[src/rtl/srw_pkg.sv]
package srw_pkg;

    // Per-channel control states
    typedef enum logic [0:0] {
        CH_ARMED = 1'b0,
        CH_RUN   = 1'b1
    } ch_state_t;

    // Input sequencer states
    typedef enum logic [0:0] {
        SEQ_HOLD   = 1'b0,
        SEQ_STREAM = 1'b1
    } seq_state_t;

    localparam int NUM_CH = 2;

endpackage

[src/rtl/srw_channel.sv]
module srw_channel
    import srw_pkg::*;
#(
    parameter int SLICES     = 4,
    parameter int STRIDE     = 8,
    parameter int DATA_LEN   = 6,
    parameter int ADDR_W     = 5,
    parameter int SLICE_W    = 2,
    parameter int CNT_W      = 3,
    parameter int INIT_SLICE = 0,
    parameter bit START_RUN  = 1'b0
) (
    input  logic               clk,
    input  logic               rst_n,
    input  logic               go_i,
    input  logic               take_i,
    input  logic [SLICE_W-1:0] reload_slice_i,
    output logic [ADDR_W-1:0]  addr_o,
    output logic               last_o,
    output logic               running_o
);

    localparam logic [CNT_W-1:0] LAST_OFF = CNT_W'(DATA_LEN - 1);
    localparam ch_state_t        RST_ST   = START_RUN ? CH_RUN : CH_ARMED;

    ch_state_t          st_q, st_nx;
    logic [ADDR_W-1:0]  base_q;
    logic [CNT_W-1:0]   off_q;
    logic               at_end;

    function automatic logic [ADDR_W-1:0] slice_base(input logic [SLICE_W-1:0] s);
        return ADDR_W'(s) * ADDR_W'(STRIDE);
    endfunction

    assign at_end = (off_q == LAST_OFF);

    // state register
    always_ff @(posedge clk or negedge rst_n) begin
        if (!rst_n) st_q <= RST_ST;
        else        st_q <= st_nx;
    end

    // transitions: launch and retire
    always_comb begin
        st_nx = st_q;
        unique case (st_q)
            CH_ARMED: if (go_i)             st_nx = CH_RUN;
            CH_RUN:   if (take_i && at_end) st_nx = CH_ARMED;
            default:                        st_nx = CH_ARMED;
        endcase
    end

    // target slice and fill position
    always_ff @(posedge clk or negedge rst_n) begin
        if (!rst_n) begin
            base_q <= slice_base(SLICE_W'(INIT_SLICE));
            off_q  <= '0;
        end else if (st_q == CH_RUN && take_i) begin
            if (at_end) begin
                base_q <= slice_base(reload_slice_i);
                off_q  <= '0;
            end else begin
                off_q  <= off_q + 1'b1;
            end
        end
    end

    // outputs
    always_comb begin
        running_o = (st_q == CH_RUN);
        last_o    = running_o && at_end;
        addr_o    = base_q + ADDR_W'(off_q);
    end

endmodule

[src/rtl/srw_head_tracker.sv]
module srw_head_tracker #(
    parameter int SLICES  = 4,
    parameter int SLICE_W = 2
) (
    input  logic               clk,
    input  logic               rst_n,
    input  logic               adv_i,
    output logic [SLICE_W-1:0] head_o,
    output logic [SLICE_W-1:0] reload_o
);

    localparam logic [SLICE_W-1:0] TOP = SLICE_W'(SLICES - 1);

    logic [SLICE_W-1:0] head_q;

    function automatic logic [SLICE_W-1:0] wrap_inc(input logic [SLICE_W-1:0] h);
        return (h == TOP) ? '0 : h + 1'b1;
    endfunction

    always_ff @(posedge clk or negedge rst_n) begin
        if (!rst_n)     head_q <= '0;
        else if (adv_i) head_q <= wrap_inc(head_q);
    end

    // the retiring channel aims one slice past the new head
    always_comb begin
        head_o   = head_q;
        reload_o = wrap_inc(wrap_inc(head_q));
    end

endmodule

[src/rtl/srw_write_stage.sv]
module srw_write_stage #(
    parameter int SAMPLE_W = 16,
    parameter int ADDR_W   = 5
) (
    input  logic                clk,
    input  logic                rst_n,
    input  logic                accept_i,
    input  logic [ADDR_W-1:0]   addr_i,
    input  logic [SAMPLE_W-1:0] data_i,
    input  logic                done_i,
    output logic                we_o,
    output logic [ADDR_W-1:0]   addr_o,
    output logic [SAMPLE_W-1:0] data_o,
    output logic                stb_o
);

    always_ff @(posedge clk or negedge rst_n) begin
        if (!rst_n) begin
            we_o   <= 1'b0;
            addr_o <= '0;
            data_o <= '0;
            stb_o  <= 1'b0;
        end else begin
            we_o  <= accept_i;
            stb_o <= done_i;
            if (accept_i) begin
                addr_o <= addr_i;
                data_o <= data_i;
            end
        end
    end

endmodule

[src/rtl/slice_ring_writer.sv]
module slice_ring_writer
    import srw_pkg::*;
#(
    parameter int  SAMPLE_W = 16,
    parameter int  SLICES   = 4,
    parameter int  STRIDE   = 8,
    parameter int  DATA_LEN = 6,
    localparam int ADDR_W   = $clog2(SLICES * STRIDE),
    localparam int SLICE_W  = $clog2(SLICES)
) (
    input  logic                clk,
    input  logic                rst_n,
    input  logic                s_valid,
    input  logic [SAMPLE_W-1:0] s_data,
    output logic                s_ready,
    output logic                mem_we,
    output logic [ADDR_W-1:0]   mem_addr,
    output logic [SAMPLE_W-1:0] mem_data,
    output logic [SLICE_W-1:0]  head,
    output logic                head_stb
);

    localparam int CNT_W = $clog2(DATA_LEN + 1);

    if (DATA_LEN < 1 || DATA_LEN > STRIDE || SLICES < 2) begin : g_bad_cfg
        $error("slice_ring_writer: need 1 <= DATA_LEN <= STRIDE and SLICES >= 2");
    end

    seq_state_t         seq_q, seq_nx;
    logic               accept;
    logic [NUM_CH-1:0]  ch_running, ch_last, ch_take, ch_done, ch_go;
    logic [ADDR_W-1:0]  ch_addr [NUM_CH];
    logic [ADDR_W-1:0]  addr_sel;
    logic               slice_done;
    logic [SLICE_W-1:0] head_cur, reload_slice;

    // sequencer state register
    always_ff @(posedge clk or negedge rst_n) begin
        if (!rst_n) seq_q <= SEQ_HOLD;
        else        seq_q <= seq_nx;
    end

    // sequencer transition: open
    always_comb begin
        seq_nx = seq_q;
        unique case (seq_q)
            SEQ_HOLD:   seq_nx = SEQ_STREAM;
            SEQ_STREAM: seq_nx = SEQ_STREAM;
            default:    seq_nx = SEQ_HOLD;
        endcase
    end

    // sequencer outputs
    always_comb begin
        s_ready = (seq_q == SEQ_STREAM);
        accept  = s_valid && s_ready;
    end

    for (genvar c = 0; c < NUM_CH; c++) begin : g_ch
        assign ch_take[c] = accept && ch_running[c];
        assign ch_done[c] = ch_take[c] && ch_last[c];
        assign ch_go[c]   = ch_done[NUM_CH - 1 - c];

        srw_channel #(
            .SLICES     (SLICES),
            .STRIDE     (STRIDE),
            .DATA_LEN   (DATA_LEN),
            .ADDR_W     (ADDR_W),
            .SLICE_W    (SLICE_W),
            .CNT_W      (CNT_W),
            .INIT_SLICE (c),
            .START_RUN  (c == 0)
        ) u_ch (
            .clk            (clk),
            .rst_n          (rst_n),
            .go_i           (ch_go[c]),
            .take_i         (ch_take[c]),
            .reload_slice_i (reload_slice),
            .addr_o         (ch_addr[c]),
            .last_o         (ch_last[c]),
            .running_o      (ch_running[c])
        );
    end

    // address of whichever channel is writing
    always_comb begin
        addr_sel = '0;
        for (int c = 0; c < NUM_CH; c++) begin
            if (ch_running[c]) addr_sel = addr_sel | ch_addr[c];
        end
        slice_done = |ch_done;
    end

    srw_head_tracker #(
        .SLICES  (SLICES),
        .SLICE_W (SLICE_W)
    ) u_head (
        .clk      (clk),
        .rst_n    (rst_n),
        .adv_i    (slice_done),
        .head_o   (head_cur),
        .reload_o (reload_slice)
    );

    assign head = head_cur;

    srw_write_stage #(
        .SAMPLE_W (SAMPLE_W),
        .ADDR_W   (ADDR_W)
    ) u_wr (
        .clk      (clk),
        .rst_n    (rst_n),
        .accept_i (accept),
        .addr_i   (addr_sel),
        .data_i   (s_data),
        .done_i   (slice_done),
        .we_o     (mem_we),
        .addr_o   (mem_addr),
        .data_o   (mem_data),
        .stb_o    (head_stb)
    );

endmodule

[config.mk]
export PLATFORM = sky130hd
export DESIGN_NAME = slice_ring_writer
export DESIGN_NICKNAME = d
export VERILOG_FILES = /design/src/rtl/srw_pkg.sv /design/src/rtl/srw_channel.sv /design/src/rtl/srw_head_tracker.sv /design/src/rtl/srw_write_stage.sv /design/src/rtl/slice_ring_writer.sv
export SDC_FILE = /design/constraint.sdc
export NUM_CORES = 1
export LEC_CHECK = 0
export BUFFER_PORTS_ARGS = -buffer_cell sky130_fd_sc_hd__buf_2
export CORE_AREA = 4 4 64 66
export CTS_BUF_LIST = sky130_fd_sc_hd__clkbuf_4
export DETAILED_ROUTE_END_ITERATION = 7
export DIE_AREA = 0 0 68 70
export GPL_TIMING_DRIVEN = 0
export PLACE_DENSITY = 0.69
export SYNTH_ARGS = -nofsm -noshare
export SYNTH_HDL_FRONTEND = slang
export SYNTH_SLANG_ARGS = --single-unit
[constraint.sdc]
create_clock -name clk -period 4.1 [get_ports clk]
set_input_delay 1.23 -clock clk [delete_from_list [all_inputs] [get_ports clk]]
set_output_delay 1.23 -clock clk [all_outputs]
set_load 0.005 [all_outputs]
==> results.toml <==
[logic_synthesis]
syn-num-nets = 128
yosysSeqAreaShare_pct = 61.90
syn_inst = 108
post_synth_instance_area_um2 = 1540
synth_async_sr_flop_share_pct = 100.0
yosys.area.top_type_share_pct = 58.49
ys_top_cells_by_area = "sky130_fd_sc_hd__dfrtp_1, sky130_fd_sc_hd__mux2_2, sky130_fd_sc_hd__dfstp_2, sky130_fd_sc_hd__a22oi_1, sky130_fd_sc_hd__o21ai_0"
postSynthRegisterBits = 38
synthFlopType = "sky130_fd_sc_hd__dfrtp_1"
synth_enable_flop_cells = 0
syn_area_per_cell_um2 = 14.26
synth_area_leader_cell = "sky130_fd_sc_hd__dfrtp_1"
netlist-cell-type-count = 30
ys_warn_count = 0

[drt]
drt_iter0_drc = 44
post_drt_wl_per_cell_um = 13.53
drcViolationCount = 0
detail-route-antenna-nets = 0
detail_route.vias_per_cell = 4.803
detailedRoute.firstPassIterationCount = 4
route.final.wire_length_um = 2814
num_vias = 999

[clocking]
clock_tree_root_buffer_cell = "sky130_fd_sc_hd__clkbuf_4"
insertion_delay_ps = 350
clock_sink_count = 38
clk_pin_slew_ps = 110
htree_levels = 2
cts.hold.buffers_added = 0
post_cts_resize_count = 0
tritoncts.num_buffers = 5
post_cts_buffers = 0
cts_tree = "yes"
cts_buffer_depth = 2

[grt]
grt_pass1_vias = 1072
gr-usage-all-layers_pct = 13.87
remaining_overflow_grt = 0
grt_max_degree = 39
antenna_violations_before_repair = 0
grt_pass1_wl_um = 4961

[floorplan]
row_count = 22
die_x_um = 68
core_area_um2 = 3578
die_h_um = 70
floorplan.initialDensity_pct = 43.04
top_level_ports = 45
dieArea_um2 = 4760

[final_layout]
design.final.nets = 179
areaGrowthSynthToFinish_pct = 21.77
layout_commonest_cell = "sky130_fd_sc_hd__buf_2"
instances_no_fill = 208
layout.area.seq_um2 = 953.4
final_layout_size_suffix_gt1_share_pct = 54.37
antenna_cells_inserted = 0
commonest_cells_after_routing_fill_and_taps_aside = "sky130_fd_sc_hd__buf_2, sky130_fd_sc_hd__dfrtp_1, sky130_fd_sc_hd__mux2_2"
multi_input_area_um2 = 554.3
fillCellCount = 339

[critical_path]
cp.arrival_ps = 970
critPathKind = "reg2out"
cp_slowest_cell = "sky130_fd_sc_hd__dfrtp_1"
worstSetupStartpointType = "flop"
reg2reg_slack_ps = 2510
cp_endpoint_kind = "primary output"
worstSetupStartpoint = "s_ready"
ff_to_ff_start = "g_ch[0].u_ch.running_o"
worstSetupPathDepth = 1
worstSetupEndpoint = "s_ready"
crit_path_max_fanout = 4
worst_r2r_endpoint = "g_ch[0].u_ch.base_q[3]"
cp.buffers_inverters = 1
worst-endpoint-required_ps = 2870
delay_of_the_slowest_cell_on_the_worst_path_ps = 470
crit_chain = "buf_2"
reg2regPathDepth = 4
critical-path-top-delay-family = "flip-flops"

[place]
gp_congestion = 0.6712
portBuffers = 44
dpl.hpwl_um = 2120
dp_cells = 200

[sta]
worst_pin_slew_ps = 810.7
fin_worst_skew_ps = 5.919
min_period_over_period_pct = 53.71
max_slew_margin_pct = 45.96
report.final.hold_viol_count = 0
timing.final.max_slew_violations = 0
clock_period_minus_worst_slack_ps = 2202
report.final.setup_viol = 0
setup_total_negative_slack_ps = 0
grt_setup_unrepaired = "false"
achievable-frequency_mhz = 454.1

[hold_path]
timing.hold.worst.class = "reg2reg"

[pwr]
p_leak_nw = 0.9201
total_power_mw = 0.6763
ir_drop_mv = 0.2440
power.density_cell_area_nw_per_um2 = 360.6

[run]
cap_violations = 0

[run_status]
run_status = "complete, no violations"
## cell usage after synthesis (2+ instances only)
cell type	number
sky130_fd_sc_hd__a21o_2	2
sky130_fd_sc_hd__a22oi_1	5
sky130_fd_sc_hd__buf_2	2
sky130_fd_sc_hd__dfrtp_1	36
sky130_fd_sc_hd__dfstp_2	2
sky130_fd_sc_hd__inv_1	3
sky130_fd_sc_hd__mux2_2	19
sky130_fd_sc_hd__nand2_1	8
sky130_fd_sc_hd__nand2b_1	2
sky130_fd_sc_hd__nor3_1	2
sky130_fd_sc_hd__o21ai_0	6
sky130_fd_sc_hd__xnor2_1	3
## per-stage QoR
step | area [um2] | util (%) | hold WS [ps] | setup slack, ps
2_1_floorplan | 1540 | - | 459.1 | 2021
3_3_place_gp | 1821 | 50.87 | 456.3 | 1791
3_5_place_dp | 1821 | 50.87 | 470.8 | 1755
4_1_cts | 1876 | 52.41 | 497.6 | 1884
5_1_grt | 1876 | 52.41 | 529.0 | 1843
6_report | 1876 | 52.41 | 491.5 | 1898
## state kept, by name, indices dropped and copies added (netlist names)
| signal | flops |
|---|---|
| u_wr.we_o | 1 |
| u_head.head_o | 2 |
| u_wr.data_o | 16 |
| u_wr.addr_o | 5 |
| u_wr.stb_o | 1 |
| g_ch.u_ch.base_q | 4 |
| g_ch.u_ch.off_q | 6 |
| s_ready | 1 |
| g_ch.u_ch.running_o | 2 |
## how the worst min path moves through the flow
stage          depth (start not counted)                    from                      to  slack (ps)
2_1_floorplan                          1  g_ch[0].u_ch.base_q[4]  g_ch[0].u_ch.base_q[4]         460
3_3_place_gp                           2          u_wr.addr_o[2]          u_wr.addr_o[2]         460
3_5_place_dp                           2          u_wr.addr_o[0]          u_wr.addr_o[0]         470
4_1_cts                                2          u_wr.addr_o[0]          u_wr.addr_o[0]         500
5_1_grt                                2          u_wr.addr_o[1]          u_wr.addr_o[1]         530
6_report                               2          u_wr.addr_o[0]          u_wr.addr_o[0]         490
## layer usage
metal,up-vias,track usage [%],routed length [um]
li1,480,-,-
met1,487,16.88,1143
met2,25,21.20,1451
met3,7,3.376,135
met4,0,9.272,84
met5,-,0,0
## area by class of cell
cell class,instances,area share [%]
repair buffers,44,11.74
flip-flops and latches,38,50.83
inverters,3,0.6004
clock inverters,2,0.5337
clock buffers,6,2.402
multi-input cells,63,29.55
plain buffers,4,1.134
well taps,48,3.202
## power breakdown
part	internal, mW	switching [mW]
logic	0.0414	0.0316
registers	0.399	0.0109
clock network	0.0719	0.122
## cell families after synthesis
logic type | count (synthesis) | synth area share (%)
buffers and inverters | 7 | 2.112
adders and majority gates | 1 | 0.8122
AOI/OAI and AO/OA | 17 | 9.018
DFF | 38 | 61.90
xor gates and xnor gates | 3 | 1.706
other | 1 | 0.2435
muxes | 22 | 16.25
and+or+nand+nor | 19 | 7.962
No activity file was read; power rests on OpenSTA's default activity.
